===== src/rtl/bar_pkg.sv =====
package bar_pkg;
    localparam int unsigned MAX_BARS  = 6;
    localparam int unsigned DATA_W    = 32;
    localparam int unsigned SZ_FIELD_W = 5;

    typedef struct packed {
        logic [DATA_W-1:0] base;
        logic              assigned;
    } bar_state_t;
endpackage


===== src/rtl/bar_slot.sv =====
module bar_slot
    import bar_pkg::*;
#(
    parameter int unsigned SIZE_LOG2 = 12,
    parameter bit          IS_IO     = 1'b0,
    parameter bit          PREFETCH  = 1'b0
) (
    input  logic              clk,
    input  logic              rst_n,
    input  logic              wr_en,
    input  logic [DATA_W-1:0] wdata,
    input  logic              mem_en,
    input  logic              io_en,
    input  logic [DATA_W-1:0] addr,
    input  logic              addr_is_io,
    output logic [DATA_W-1:0] rd_o,
    output logic              hit_o
);
    localparam logic [DATA_W-1:0] ADDR_MASK = {DATA_W{1'b1}} << SIZE_LOG2;
    localparam logic [3:0] FLAGS = IS_IO ? 4'h1 : (PREFETCH ? 4'h8 : 4'h0);

    bar_state_t state_d, state_q;
    logic       dec_en_d;

    always_comb begin
        state_d = state_q;
        if (wr_en) begin
            state_d.base     = wdata & ADDR_MASK;
            state_d.assigned = 1'b1;
        end
    end

    always_ff @(posedge clk or negedge rst_n) begin
        if (!rst_n) begin
            state_q <= '0;
        end else begin
            state_q <= state_d;
        end
    end

    always_comb begin
        dec_en_d = IS_IO ? io_en : mem_en;
        rd_o     = state_q.base | {{(DATA_W-4){1'b0}}, FLAGS};
        hit_o    = state_q.assigned && dec_en_d && (addr_is_io == IS_IO)
                   && ((addr & ADDR_MASK) == state_q.base);
    end


    wr_keep_chk: assert property (@(posedge clk) disable iff (!rst_n)
        wr_en |=> (rd_o & ADDR_MASK) == ($past(wdata) & ADDR_MASK));


    hold_chk: assert property (@(posedge clk) disable iff (!rst_n)
        !wr_en |=> $stable(rd_o));


    unassigned_nohit_chk: assert property (@(posedge clk) disable iff (!rst_n)
        !state_q.assigned |-> !hit_o);


    dec_enable_chk: assert property (@(posedge clk) disable iff (!rst_n)
        hit_o |-> (IS_IO ? io_en : mem_en));
endmodule


===== src/rtl/bar_rd_mux.sv =====
module bar_rd_mux
    import bar_pkg::*;
#(
    parameter int unsigned NUM_BARS = 6,
    parameter int unsigned IDX_W    = 3
) (
    input  logic [NUM_BARS*DATA_W-1:0] rd_all,
    input  logic [IDX_W-1:0]           idx,
    output logic [DATA_W-1:0]          rdata
);
    always_comb begin
        rdata = '0;
        for (int i = 0; i < int'(NUM_BARS); i++) begin
            if (int'(idx) == i) begin
                rdata = rd_all[i*DATA_W +: DATA_W];
            end
        end
    end
endmodule


===== src/rtl/bar_bank.sv =====
module bar_bank
    import bar_pkg::*;
#(
    parameter int unsigned NUM_BARS     = 6,
    parameter logic [5:0]  IMPL_MASK    = 6'b110111,
    parameter logic [5:0]  IO_MASK      = 6'b000100,
    parameter logic [5:0]  PREF_MASK    = 6'b100010,
    parameter logic [29:0] SIZE_LOG2_VEC = {5'd31, 5'd4, 5'd4, 5'd8, 5'd20, 5'd12}
) (
    input  logic                clk,
    input  logic                rst_n,
    input  logic                cfg_wr_en,
    input  logic [2:0]          cfg_idx,
    input  logic [31:0]         cfg_wdata,
    output logic [31:0]         cfg_rdata,
    input  logic                mem_dec_en,
    input  logic                io_dec_en,
    input  logic [31:0]         txn_addr,
    input  logic                txn_is_io,
    output logic [NUM_BARS-1:0] hit_vec
);
    localparam int unsigned IDX_W = 3;

    logic [NUM_BARS*DATA_W-1:0] rd_all;

    for (genvar i = 0; i < int'(NUM_BARS); i++) begin : g_bar
        if (IMPL_MASK[i]) begin : g_impl
            logic wr_sel;
            assign wr_sel = cfg_wr_en && (int'(cfg_idx) == i);
            bar_slot #(
                .SIZE_LOG2 (int'(SIZE_LOG2_VEC[i*SZ_FIELD_W +: SZ_FIELD_W])),
                .IS_IO     (IO_MASK[i]),
                .PREFETCH  (PREF_MASK[i])
            ) i_slot (
                .clk        (clk),
                .rst_n      (rst_n),
                .wr_en      (wr_sel),
                .wdata      (cfg_wdata),
                .mem_en     (mem_dec_en),
                .io_en      (io_dec_en),
                .addr       (txn_addr),
                .addr_is_io (txn_is_io),
                .rd_o       (rd_all[i*DATA_W +: DATA_W]),
                .hit_o      (hit_vec[i])
            );
        end else begin : g_absent
            assign rd_all[i*DATA_W +: DATA_W] = '0;
            assign hit_vec[i] = 1'b0;
        end
    end

    bar_rd_mux #(
        .NUM_BARS (NUM_BARS),
        .IDX_W    (IDX_W)
    ) i_rd_mux (
        .rd_all (rd_all),
        .idx    (cfg_idx),
        .rdata  (cfg_rdata)
    );


    unimpl_rd_chk: assert property (@(posedge clk) disable iff (!rst_n)
        (int'(cfg_idx) >= int'(NUM_BARS)) |-> (cfg_rdata == '0));


    reset_quiet_chk: assert property (@(posedge clk) disable iff (!rst_n)
        $rose(rst_n) |-> (hit_vec == '0));
endmodule


===== config.mk =====
export PLATFORM = sky130hd
export DESIGN_NAME = bar_bank
export DESIGN_NICKNAME = d
export VERILOG_FILES = /design/src/rtl/bar_pkg.sv /design/src/rtl/bar_slot.sv /design/src/rtl/bar_rd_mux.sv /design/src/rtl/bar_bank.sv
export SDC_FILE = /design/constraint.sdc
export NUM_CORES = 1
export LEC_CHECK = 0
export BUFFER_PORTS_ARGS = -buffer_cell sky130_fd_sc_hd__buf_2
export CORE_MARGIN = 10
export CORE_UTILIZATION = 60
export CTS_BUF_LIST = sky130_fd_sc_hd__clkbuf_2
export DETAILED_ROUTE_END_ITERATION = 16
export MAX_ROUTING_LAYER = met4
export PLACE_DENSITY_LB_ADDON = 0.12
export SLEW_MARGIN = 10
export SYNTH_ARGS = -nofsm -noshare
export SYNTH_HDL_FRONTEND = slang
export SYNTH_HIERARCHICAL = 1
export SYNTH_SLANG_ARGS = --single-unit

===== constraint.sdc =====
create_clock -name clk -period 1.5 [get_ports clk]
set_input_delay 0.075 -clock clk [delete_from_list [all_inputs] [get_ports clk]]
set_output_delay 0.075 -clock clk [all_outputs]
set_load 0.01 [all_outputs]

Word-level counts from Yosys, hierarchy flattened
Cells that the tools add are included.
{"block": "totals", "regBits": 90, "input_bits": 73}
{"block": "classes", "n_eq_ne": 10, "muxes": 6, "bitwise": 1, "reduce_logical": 21}
{"cell": "two-way mux 32 bit", "count": 6}
{"cell": "equality test 28 bit", "count": 1}
{"cell": "equality test 24 bit", "count": 1}
{"cell": "equality test 20 bit", "count": 1}
{"cell": "logical AND 1 bit", "count": 20}
{"cell": "equality test 12 bit", "count": 1}
{"cell": "equality test 3 bit (second input constant)", "count": 4}
{"cell": "equality test 3 x 2 -> 1 bit (second input constant)", "count": 1}
{"cell": "zero test 3 bit", "count": 1}
{"cell": "equality test 1 bit", "count": 1}
{"cell": "NOT 1 bit", "count": 1}

Depth between registers and ports, before layout
{"block": "depth", "ltp_word": 7, "mapped_depth": 6}

Modules after synthesis
Netlist, hierarchy kept.
{"mod": "bar_rd_mux", "n_inst": 1, "cells_each": 198, "area_each_um2": 1913.1}
{"mod": "bar_slot at g_bar[4].g_impl.i_slot", "n_inst": 1, "cells_each": 133, "area_each_um2": 1622.8}
{"mod": "bar_slot at g_bar[2].g_impl.i_slot", "n_inst": 1, "cells_each": 120, "area_each_um2": 1436.4}
{"mod": "bar_slot at g_bar[0].g_impl.i_slot", "n_inst": 1, "cells_each": 105, "area_each_um2": 1238.7}
{"mod": "bar_slot at g_bar[1].g_impl.i_slot", "n_inst": 1, "cells_each": 78, "area_each_um2": 865.8}
{"mod": "bar_slot at g_bar[5].g_impl.i_slot", "n_inst": 1, "cells_each": 41, "area_each_um2": 337.8}
{"mod": "bar_bank", "n_inst": 1, "cells_each": 7, "area_each_um2": 75.1}

Worst setup path after synthesis
OpenSTA, ideal clock, no wires.
{"block": "synth_timing", "kind": "register to output", "startpoint": "register g_bar[0].g_impl.i_slot.state_q, in the netlist g_bar[0].g_impl.i_slot/rd_o[18]", "endpoint": "output hit_vec[0]", "arrival_ps": 1502, "required_time_ps": 1425, "setup_slack_ps": -77, "stages_incl_launch_ff": 5, "n_path_buf": 0, "path_cell_list": "dfrtp_1 > xnor2_1 > nand4_1 > or4_1 > nor4_2"}
{"block": "synth_via", "elab_chain_cells": 2}
{"item": "start: declaration", "line": "bar_slot.sv:22", "rtl": "bar_state_t state_d, state_q;"}
{"item": "start signal: assignment", "line": "bar_slot.sv:37", "rtl": "state_q <= state_d;"}
{"item": "equality test 20 bit", "line": "bar_slot.sv:45", "rtl": "&& ((addr & ADDR_MASK) == state_q.base);"}
{"item": "logical AND 1 bit", "line": "bar_slot.sv:45"}
{"item": "end: declaration", "line": "bar_bank.sv:20", "rtl": "output logic [NUM_BARS-1:0] hit_vec"}
Every way passes these cells.

Final worst setup path
{"block": "layout_timing", "startpoint": "register g_bar[2].g_impl.i_slot.state_q, in the netlist g_bar[2].g_impl.i_slot/rd_o[22]", "endpoint": "output hit_vec[2]"}
{"block": "layout_via", "elab_chain_cells": 2}
{"item": "start: declaration", "line": "bar_slot.sv:22"}
{"item": "start signal: assignment", "line": "bar_slot.sv:37"}
{"item": "equality test 24 bit", "line": "bar_slot.sv:45"}
{"item": "logical AND 1 bit", "line": "bar_slot.sv:45"}
Every way passes these cells.

==> flow_summary.yaml <==
outcome:
  status: "finished, violations left"
  violations: "setup timing"
worst_setup_path:
  cp-start-kind: "flip-flop"
  worstReg2RegStart: "g_bar[2].g_impl.i_slot/rd_o[22]$_DFFE_PN0P_"
  cp.required_ps: 1420
  crit_arrival_ps: 2270
  reg2reg_slack_ps: 440
  ff2ff_path_depth: 3
  worstPathCellList: "xor2_2, nor4_2, nand4_1, nor4_2, buf_2"
  timing.rr.end: "g_bar[2].g_impl.i_slot/rd_o[22]$_DFFE_PN0P_"
  critPathMaxFanout: 2
  critPathKind: "flip-flop to primary output"
  endpoint_kind: "primary output"
  crit_buf_inv: 1
  crit_cells: 5
  startpoint: "g_bar[2].g_impl.i_slot/rd_o[22]$_DFFE_PN0P_"
  path_delay_family: "simple AND/OR/NAND/NOR gates"
  crit_path_max_incr_delay_ps: 460
  critPathSlowestCell: "dfrtp_1"
  crit_path_end: "hit_vec[2]"
  worst_path_most_repeated_cell: "nor4_2"
clocking:
  clk_latency_ps: 590
  clkTransAtPathRegs_ps: 230
  cts.sinks: 90
  cts_buffers: 9
  clock-root-buffer: "clkbuf_2"
  cts_max_level: 3
  clockBufferDepth: 2
  cts_tree: "built"
timing:
  finalCritPeriodShare: 1.56
  setup_tns_ps: -9160
  fmax_ghz: 0.426
  final_max_slew_viol_count: 0
  period_minus_slack_ps: 2350
  hold_violations: 0
  rsz0062_at_grt: "true"
  fin_ws_ps: -845
  clock_skew_ps: 0
  finalSetupViolations: 33
global_routing:
  grt_pass1_vias: 5886
  grt_usage: 0.244
  antenna_found_initial: 0
  grt_pass1_wl_mm: 32.9
  grt_max_degree: 43
  overflow: 0
synthesis:
  syn_inst: 682
  muxShareOfSynthArea: 0.176
  synth.top_cell.area_share: 0.301
  synthArstFlopShare: 1.00
  synth_compound_area_frac: 0.176
  synth_fa_ha_area_frac: 0
  synth.distinct_cells: 33
  synth_flop_cell: "dfrtp_1"
  synth_top_family_by_area: "buffers and inverters"
  synth_common_cells: "166 x buf_4, 116 x mux2_2, 90 x dfrtp_1"
  ys_ff_latch: 90
  synthXorXnorAreaFrac: 0.0994
  ys_seq_area_frac: 0.301
  synth.most_common_cell: "buf_4"
  syn_avg_cell_area_um2: 11.0
  syn_area_mm2: 0.00749
  yosysWarnings: 6
  synthSimpleGateAreaFrac: 0.0466
  synth_top_area_cell: "dfrtp_1"
  synth-edff-count: 0
  synth.area.top_cells: "dfrtp_1 30%, mux2_2 17%, buf_4 17%, o32ai_2 6.5%, a221oi_2 5.4%"
detailed_routing:
  vias_per_cell: 5.58
  wl_met3_um: 962
  dr_total_vias: 5485
  drtAntennaViolNets: 0
  wl_mm: 21.2
  dr_wl_met2_mm: 10.6
  drt_iter0_drc: 396
  wl_met1_mm: 9.27
  first_pass_iters: 5
  top_layer: "met4"
  wire_per_inst_um: 21.6
  drc: 0
place:
  dpl.cell_count: 927
  dpl_cell_area_mm2: 0.00793
  dp_hpwl_mm: 15.0
  gp_congestion: 0.879
  io_buffers: 101
finish:
  nets: 883
  syn_to_final_growth_pct: 18.6
  drive_gt1_frac: 0.518
  antenna_cells: 0
  stdcell_area_mm2: 0.00889
  fin_cells: 983
power:
  intPower_mw: 5.31
  p_total_mw: 8.34
  p_seq_frac: 0.413
  comb_power_share: 0.437
  ir_drop_v: 0.000550
  clkPwrFrac: 0.150
  pwr_density_cell_mw_per_mm2: 939
  p_sw_frac: 0.363
  p_leak_nw: 3.76
  p_sw_mw: 3.03
die:
  die_y_um: 132
  die_w_um: 132
  start_util: 0.618
  rows: 40
  io_pins: 111
  core_area_mm2: 0.0121
  die_area_mm2: 0.0174
flow_run:
  cap_violations: 0
worst_hold_path:
  hold_class: "primary input to flip-flop"
  holdPathStages: 3
-- worst reg2reg max path, delay by kind of cell, from the launching register on --
kind | cells | cell delay, ps
DFF | 1 | 460
muxes | 1 | 250
buffers and inverters | 2 | 280
-- state kept, by name, indices dropped and copies added, names as in the netlist --
name,flops
g_bar.g_impl.i_slot/rd_o,85
g_bar.g_impl.i_slot/state_q,5
-- metrics by stage --
stage,worst slack (ps),util,hold WS [ps]
6_report,-845,0.734,55.6
3_5_place_dp,-264,0.655,34.5
3_3_place_gp,-182,0.655,27.8
2_1_floorplan,69.9,-,-221
5_1_grt,-954,0.734,12.8
4_1_cts,-835,0.718,46.6
-- power by group through the flow --
stage | registers, mW | logic, mW | clock network (mW)
2_1_floorplan | 3.36 | 2.61 | 0
3_3_place_gp | 3.38 | 3.01 | 0
3_5_place_dp | 3.43 | 3.07 | 0
4_1_cts | 3.40 | 3.43 | 1.24
5_1_grt | 3.50 | 3.88 | 1.37
6_report | 3.45 | 3.64 | 1.25
-- per-layer routing --
layer / up-vias / GRT usage
li1: 2480 / -
met1: 2779 / 0.297
met2: 192 / 0.409
met3: 34 / 0.0354
met4: 0 / 0.0735
met5: - / -
-- layout make-up --
class / count / area [um2]
multi-input cells: 485 / 4540
clock inverters: 4 / 42.5
flip-flops and latches: 90 / 2250
well taps: 168 / 210
clock buffers: 12 / 60.1
inverters: 3 / 11.3
fillers: 887 / 3230
repair buffers: 221 / 1770
-- logic make-up after synthesis --
logic type | count (synthesis)
other | 9
AO/OA/AOI/OAI | 128
buffers and inverters | 206
AND/OR/NAND/NOR | 47
flip-flops | 90
XOR/XNOR | 85
multiplexers | 117
-- worst min path at each step --
| stage | startpoint | to | slack [ps] |
|---|---|---|---|
| 2_1_floorplan | rst_n | g_bar[0].g_impl.i_slot/rd_o[12]$_DFFE_PN0P_ | -220 |
| 3_3_place_gp | rst_n | g_bar[1].g_impl.i_slot/rd_o[24]$_DFFE_PN0P_ | 30 |
| 3_5_place_dp | rst_n | g_bar[1].g_impl.i_slot/rd_o[24]$_DFFE_PN0P_ | 30 |
| 4_1_cts | cfg_idx[0] | g_bar[5].g_impl.i_slot/state_q[0]$_DFFE_PN0P_ | 50 |
| 5_1_grt | cfg_idx[0] | g_bar[5].g_impl.i_slot/state_q[0]$_DFFE_PN0P_ | 10 |
| 6_report | cfg_idx[0] | g_bar[5].g_impl.i_slot/state_q[0]$_DFFE_PN0P_ | 60 |
-- repair_timing --
action                                  4_1_cts  5_1_grt
pin swaps                                    38       20
endpoints found under the hold margin       176        0
endpoints found under the setup margin       33       34
resized for setup                            48       29
hold buffers                                 32        0
buffers inserted                              7        9
cloned                                        0        0
-- cell usage in the layout (no fill, tap or decap), drive strengths merged, types with 2 or more instances in the layout --
master	synthesis	layout
and4bb	3	3
clkbuf	17	12
xor2	39	39
or2	6	6
o32ai	32	32
a221oi	32	32
inv	1	2
dlygate4sd3	0	31
mux2	117	117
nand3	2	2
o22ai	32	32
nor3	2	2
buf	186	190
clkinv	2	4
nand2	3	3
nor4	13	13
nand4	13	13
conb	9	108
dfrtp	90	90
o21ai	32	32
xnor2	46	46
Power figures use the tool's default switching activity.
